<file path="src/rtl/sio_cfg_pkg.sv">
package sio_cfg_pkg;
  localparam int KEY_LEN = 4;
  // Unlock key, first byte in the top byte
  localparam logic [8*KEY_LEN-1:0] UNLOCK_KEY = 32'h87_01_55_55;
  localparam logic [7:0] EXIT_IDX = 8'h02;
  localparam logic [7:0] EXIT_VAL = 8'h02;
  localparam logic [7:0] LDN_IDX  = 8'h07;
  localparam logic [7:0] IDH_IDX  = 8'h20;
  localparam logic [7:0] IDL_IDX  = 8'h21;
  localparam logic [7:0] REV_IDX  = 8'h22;
  localparam logic [7:0] IDLE_RD  = 8'hFF;

  typedef enum logic {SRC_FIX, SRC_RAM} rd_src_e;
endpackage

</file>
<file path="src/rtl/sio_key_seq.sv">
module sio_key_seq
  import sio_cfg_pkg::*;
(
  input  logic       clk,
  input  logic       rst,
  input  logic       key_wr,
  input  logic [7:0] key_byte,
  output logic       key_hit
);
  localparam int SW = (KEY_LEN > 1) ? $clog2(KEY_LEN) : 1;

  logic [7:0]    exp_byte [KEY_LEN];
  logic [SW-1:0] step_q;
  logic          match;

  for (genvar k = 0; k < KEY_LEN; k++) begin : g_key
    assign exp_byte[k] = UNLOCK_KEY[8*(KEY_LEN-1-k) +: 8];
  end

  assign match   = (key_byte == exp_byte[step_q]);
  assign key_hit = key_wr && match && (step_q == SW'(KEY_LEN-1));

  always_ff @(posedge clk) begin
    if (rst) begin
      step_q <= '0;
    end else if (key_wr) begin
      if (match) begin
        step_q <= (step_q == SW'(KEY_LEN-1)) ? '0 : step_q + 1'b1;
      end else begin
        step_q <= (key_byte == exp_byte[0]) ? SW'(1) : '0;
      end
    end
  end
endmodule

</file>
<file path="src/rtl/sio_bank_ram.sv">
module sio_bank_ram #(
  parameter int DW    = 8,
  parameter int DEPTH = 16,
  localparam int AW   = (DEPTH > 1) ? $clog2(DEPTH) : 1
) (
  input  logic          clk,
  input  logic          we,
  input  logic [AW-1:0] waddr,
  input  logic [DW-1:0] wdata,
  input  logic          re,
  input  logic [AW-1:0] raddr,
  output logic [DW-1:0] rdata
);
  logic [DW-1:0] mem [DEPTH];
  logic [DW-1:0] rd_q;

  always_ff @(posedge clk) begin
    if (we) mem[waddr] <= wdata;
  end

  always_ff @(posedge clk) begin
    if (re) rd_q <= mem[raddr];
  end

  assign rdata = rd_q;
endmodule

</file>
<file path="src/rtl/sio_rd_decode.sv">
module sio_rd_decode
  import sio_cfg_pkg::*;
#(
  parameter logic [15:0] CHIP_ID  = 16'h5A17,
  parameter logic [7:0]  CHIP_REV = 8'hA3
) (
  input  logic       open_q,
  input  logic       rd_idx,
  input  logic [7:0] index_q,
  input  logic [7:0] ldn_q,
  output logic [7:0] fix_val
);
  always_comb begin
    if (!open_q) begin
      fix_val = IDLE_RD;
    end else if (rd_idx) begin
      fix_val = index_q;
    end else begin
      unique case (index_q)
        LDN_IDX: fix_val = ldn_q;
        IDH_IDX: fix_val = CHIP_ID[15:8];
        IDL_IDX: fix_val = CHIP_ID[7:0];
        REV_IDX: fix_val = {4'h0, CHIP_REV[3:0]};
        default: fix_val = 8'h00;
      endcase
    end
  end
endmodule

</file>
<file path="src/rtl/sio_cfg_port.sv">
module sio_cfg_port
  import sio_cfg_pkg::*;
#(
  parameter int          ADDR_W     = 16,
  parameter logic [15:0] IDX_ADDR   = 16'h002E,
  parameter logic [15:0] DAT_ADDR   = 16'h002F,
  parameter logic [15:0] CHIP_ID    = 16'h5A17,
  parameter logic [7:0]  CHIP_REV   = 8'hA3,
  parameter logic [7:0]  GPIO_LDN   = 8'h07,
  parameter logic [7:0]  BANK_BASE  = 8'h30,
  parameter int          BANK_DEPTH = 16
) (
  input  logic              clk,
  input  logic              rst,
  input  logic [ADDR_W-1:0] io_addr,
  input  logic              io_wr,
  input  logic              io_rd,
  input  logic [7:0]        io_wdata,
  output logic [7:0]        io_rdata,
  output logic              cfg_active
);
  localparam int         AW        = (BANK_DEPTH > 1) ? $clog2(BANK_DEPTH) : 1;
  localparam logic [7:0] BANK_LAST = BANK_BASE + 8'(BANK_DEPTH - 1);

  logic       open_q;
  logic [7:0] index_q;
  logic [7:0] ldn_q;
  rd_src_e    src_q;
  logic [7:0] fix_q;
  logic [7:0] fix_val;
  logic [7:0] ram_rd;
  logic       idx_sel, dat_sel;
  logic       wr_idx, wr_dat, rd_idx, rd_dat;
  logic       in_bank, key_hit;
  logic [AW-1:0] bank_addr;

  assign idx_sel = (io_addr == ADDR_W'(IDX_ADDR));
  assign dat_sel = (io_addr == ADDR_W'(DAT_ADDR));
  assign wr_idx  = io_wr && idx_sel;
  assign wr_dat  = io_wr && dat_sel;
  assign rd_idx  = io_rd && idx_sel;
  assign rd_dat  = io_rd && dat_sel;

  assign in_bank   = (index_q >= BANK_BASE) && (index_q <= BANK_LAST) &&
                     (ldn_q == GPIO_LDN);
  assign bank_addr = AW'(index_q - BANK_BASE);

  sio_key_seq u_key (
    .clk      (clk),
    .rst      (rst),
    .key_wr   (wr_idx && !open_q),
    .key_byte (io_wdata),
    .key_hit  (key_hit)
  );

  sio_bank_ram #(.DW(8), .DEPTH(BANK_DEPTH)) u_ram (
    .clk   (clk),
    .we    (open_q && wr_dat && in_bank),
    .waddr (bank_addr),
    .wdata (io_wdata),
    .re    (open_q && rd_dat && in_bank),
    .raddr (bank_addr),
    .rdata (ram_rd)
  );

  sio_rd_decode #(.CHIP_ID(CHIP_ID), .CHIP_REV(CHIP_REV)) u_dec (
    .open_q  (open_q),
    .rd_idx  (rd_idx),
    .index_q (index_q),
    .ldn_q   (ldn_q),
    .fix_val (fix_val)
  );

  always_ff @(posedge clk) begin
    if (rst) begin
      open_q  <= 1'b0;
      index_q <= 8'h00;
      ldn_q   <= 8'h00;
    end else if (!open_q) begin
      if (key_hit) open_q <= 1'b1;
    end else begin
      if (wr_idx) index_q <= io_wdata;
      if (wr_dat && index_q == LDN_IDX) ldn_q <= io_wdata;
      if (wr_dat && index_q == EXIT_IDX && io_wdata == EXIT_VAL) open_q <= 1'b0;
    end
  end

  always_ff @(posedge clk) begin
    if (rst) begin
      src_q <= SRC_FIX;
      fix_q <= IDLE_RD;
    end else if (rd_idx || rd_dat) begin
      src_q <= (open_q && rd_dat && in_bank) ? SRC_RAM : SRC_FIX;
      fix_q <= fix_val;
    end
  end

  assign io_rdata   = (src_q == SRC_RAM) ? ram_rd : fix_q;
  assign cfg_active = open_q;
endmodule

</file>
<file path="config.mk">
export PLATFORM = sky130hd
export DESIGN_NAME = sio_cfg_port
export DESIGN_NICKNAME = d
export VERILOG_FILES = /design/src/rtl/sio_cfg_pkg.sv /design/src/rtl/sio_key_seq.sv /design/src/rtl/sio_bank_ram.sv /design/src/rtl/sio_rd_decode.sv /design/src/rtl/sio_cfg_port.sv
export SDC_FILE = /design/constraint.sdc
export NUM_CORES = 1
export LEC_CHECK = 0
export BUFFER_PORTS_ARGS = -buffer_cell sky130_fd_sc_hd__buf_2
export CORE_MARGIN = 2
export CORE_UTILIZATION = 36
export DETAILED_ROUTE_END_ITERATION = 7
export PLACE_DENSITY = 0.58
export REMOVE_ABC_BUFFERS = 1
export SYNTH_ARGS = -nofsm -noshare
export SYNTH_HDL_FRONTEND = slang
export SYNTH_SLANG_ARGS = --single-unit
</file>
<file path="constraint.sdc">
create_clock -name clk -period 2.5 [get_ports clk]
set_clock_uncertainty 0.15 [all_clocks]
set_input_delay 0.125 -clock clk [delete_from_list [all_inputs] [get_ports clk]]
set_output_delay 0.125 -clock clk [all_outputs]
set_load 0.03 [all_outputs]
</file>
==> out/results.tsv <==
metric	value	unit
status	finished clean	
cts_htree_levels	4	
die-area	0.0199	sq mm
syn-cell-area	0.00675	sq mm
grt_overflow	0	
ys_seq_area_share	68.8	%
fp.dieH	141	um
whs	0.0161	ns
yosys.area_share.xor_xnor	0.130	%
fin_crit_sh	93.0	%
setup_viol_count_final	0	
wl_met3	812	um
top_layer	met4	
rsz0062_at_grt	no	
post-dp-hpwl	10600	um
hold_path.class	input port to register	
finalWorstSetupSlack	0.175	ns
final-hold-violation-count	0	
worst_setup_path_start_kind	register	
synth_compound_area_share	3.12	%
end_kind	register	
synth-main-ff-cell	edfxtp_1	
gp_congestion	0.844	
yosys.area_share.simple	8.68	%
yosysWarnings	0	
drt-initial-drc-count	395	
start_util	36.4	%
vias	3831	
cts-root-buf	clkbuf_16	
arrival	2.31	ns
clock_path_buffers	2	
cts_resized	0	
fin_area	0.00809	sq mm
p_leak	2.72	nW
yosysTopAreaCell	edfxtp_1	
required	2.49	ns
area_growth	20.0	%
cts_tree	built	
grtUsageTotal	16.5	%
syn_avg_cell_area	17.2	sq um
drc_errors	0	
final.fill_count	1622	
path_clk_slew	0.07	ns
synth_fa_ha_area_share	0.556	%
synth-seq-cells	164	
num_rows	50	
fmaxAchievable	0.430	GHz
insertion_delay	0.43	ns
synth_area_leaders	edfxtp_1 (61%), mux4_2 (13%), dfxtp_1 (8.3%), mux2i_1 (2.5%), nor2_1 (2.1%)	
via_per_inst	5.36	
wire_per_inst	21.6	um
ir_drop	0.428	mV
grt_max_degree	30	
fin_crit	2.33	ns
port_buffers	36	
cts_sinks	164	
synthCells	393	
synth_top_family_by_area	multiplexers	
met2_length	7420	um
critPathKind	register to register	
ant_nets	0	
tightest_slew	0.535	ns
p_per_area	707	mW/mm^2
synth_cell_types	44	
die_w	141	um
synth_edf_count	136	
dr.pass1.iters	7	
wirelength	15500	um
cap_violations	0	
tns	0	ns
relSlewSlack	64.3	%
place_area	0.00747	sq mm
io_pins	37	
core-area	0.0185	sq mm
met1_length	7060	um
grt_pass1_wl	23600	um
numCtsBuffers	17	
slew_violations	0	
yosys.cell_count.top_type	edfxtp_1	
grt_pass1_vias	3888	
synth_mux_area_share	17.2	%
p_total	5.72	mW
synth_top_area_share	60.5	%
synthTopCellsByCount	edfxtp_1 (136), mux4_2 (40), nor2_1 (38)	
final_net_count	499	
antenna-diode-count	0	
crit_fanout	8	
drive_gt1_share	34.1	%
antenna_found_initial	0	
async_flop_share	0	%
dp_slack	-0.132	ns
-- cell usage in the layout, fill, tap and decap left out, types with 4 or more instances in the layout --
cell type	Yosys	routed
inv_8	0	5
inv_1	5	5
inv_6	0	4
or3_1	4	4
dfxtp_1	28	26
nand3_1	7	7
o21ai_0	4	4
mux4_2	40	40
a31oi_1	4	4
nor4_1	4	4
or4_1	4	4
buf_4	0	35
nand2_1	12	12
clkbuf_16	0	17
mux2_2	8	8
edfxtp_1	136	136
buf_2	4	36
nor3_1	8	8
mux2i_1	17	17
nor2_1	38	38
a21oi_1	5	5
-- sequential cells by signal, summed over array words and instances, names as in the netlist --
register / flops
cfg_active: 1
fix_q: 8
index_q: 8
ldn_q: 8
src_q: 1
u_key.step_q: 2
u_ram.mem: 128
u_ram.rdata: 8
-- critical path, stage by stage (launching register included) --
cell,delay (ns)
dfxtp_1,0.33
nor4_1,0.33
nand4_1,0.27
nor3_2,0.38
nand3_1,0.20
nor3_1,0.17
buf_4,0.20
-- kinds of logic (layout without fill, tap and decap cells) --
| kind of cell | after synthesis | in the layout |
|---|---|---|
| adder cells (fa/ha/maj) | 3 | 3 |
| AO/OA/AOI/OAI | 30 | 30 |
| buffers and inverters | 25 | 113 |
| multiplexers | 65 | 65 |
| XOR/XNOR | 1 | 1 |
| flip-flops | 164 | 164 |
| AND/OR/NAND/NOR | 105 | 105 |
-- final timing paths --
kind | from | endpoint | slack [ns] | depth (start not counted)
hold reg to reg | ldn_q[3] | fix_q[3] | 0.33 | 2
setup / recovery | ldn_q[7] | u_ram.mem[12][1] | 0.17 | 6
hold / removal | io_wdata[1] | u_ram.mem[11][1] | 0.02 | 1
setup reg to reg | ldn_q[7] | u_ram.mem[12][1] | 0.17 | 6
-- stage by stage --
step                      utilization, %  std cells
after CTS                           43.7        715
final                               43.7        715
after detailed placement            40.3        682
after floorplan                        -        374
after global routing                43.7        715
after global placement              40.3        682
-- power breakdown --
group / switching, mW / internal (mW)
clock network: 1.14 / 1.52
registers: 0.00000126 / 2.95
logic: 0.0774 / 0.0264
-- per-layer routing --
metal | vias to the layer above | GRT usage, %
li1 | 1736 | -
met1 | 1952 | 23.0
met2 | 127 | 25.7
met3 | 16 | 3.53
met4 | 0 | 5.89
met5 | - | 0
-- cell type report --
class | instances | area (sq um) | share of cell area [%]
Clock buffer | 17 | 425 | 5.26
Clock inverter | 15 | 189 | 2.33
Inverter | 6 | 22.5 | 0.278
Multi-Input combinational cell | 204 | 2000 | 24.8
Sequential cell | 164 | 4650 | 57.4
Tap cell | 234 | 293 | 3.62
Timing Repair Buffer | 75 | 513 | 6.34
-- repair_timing --
item | CTS | global route
endpoints found under the hold margin | 17 | 0
setup buffers | 0 | 0
hold buffers | 1 | 0
No activity file was read; power rests on OpenSTA's default activity.
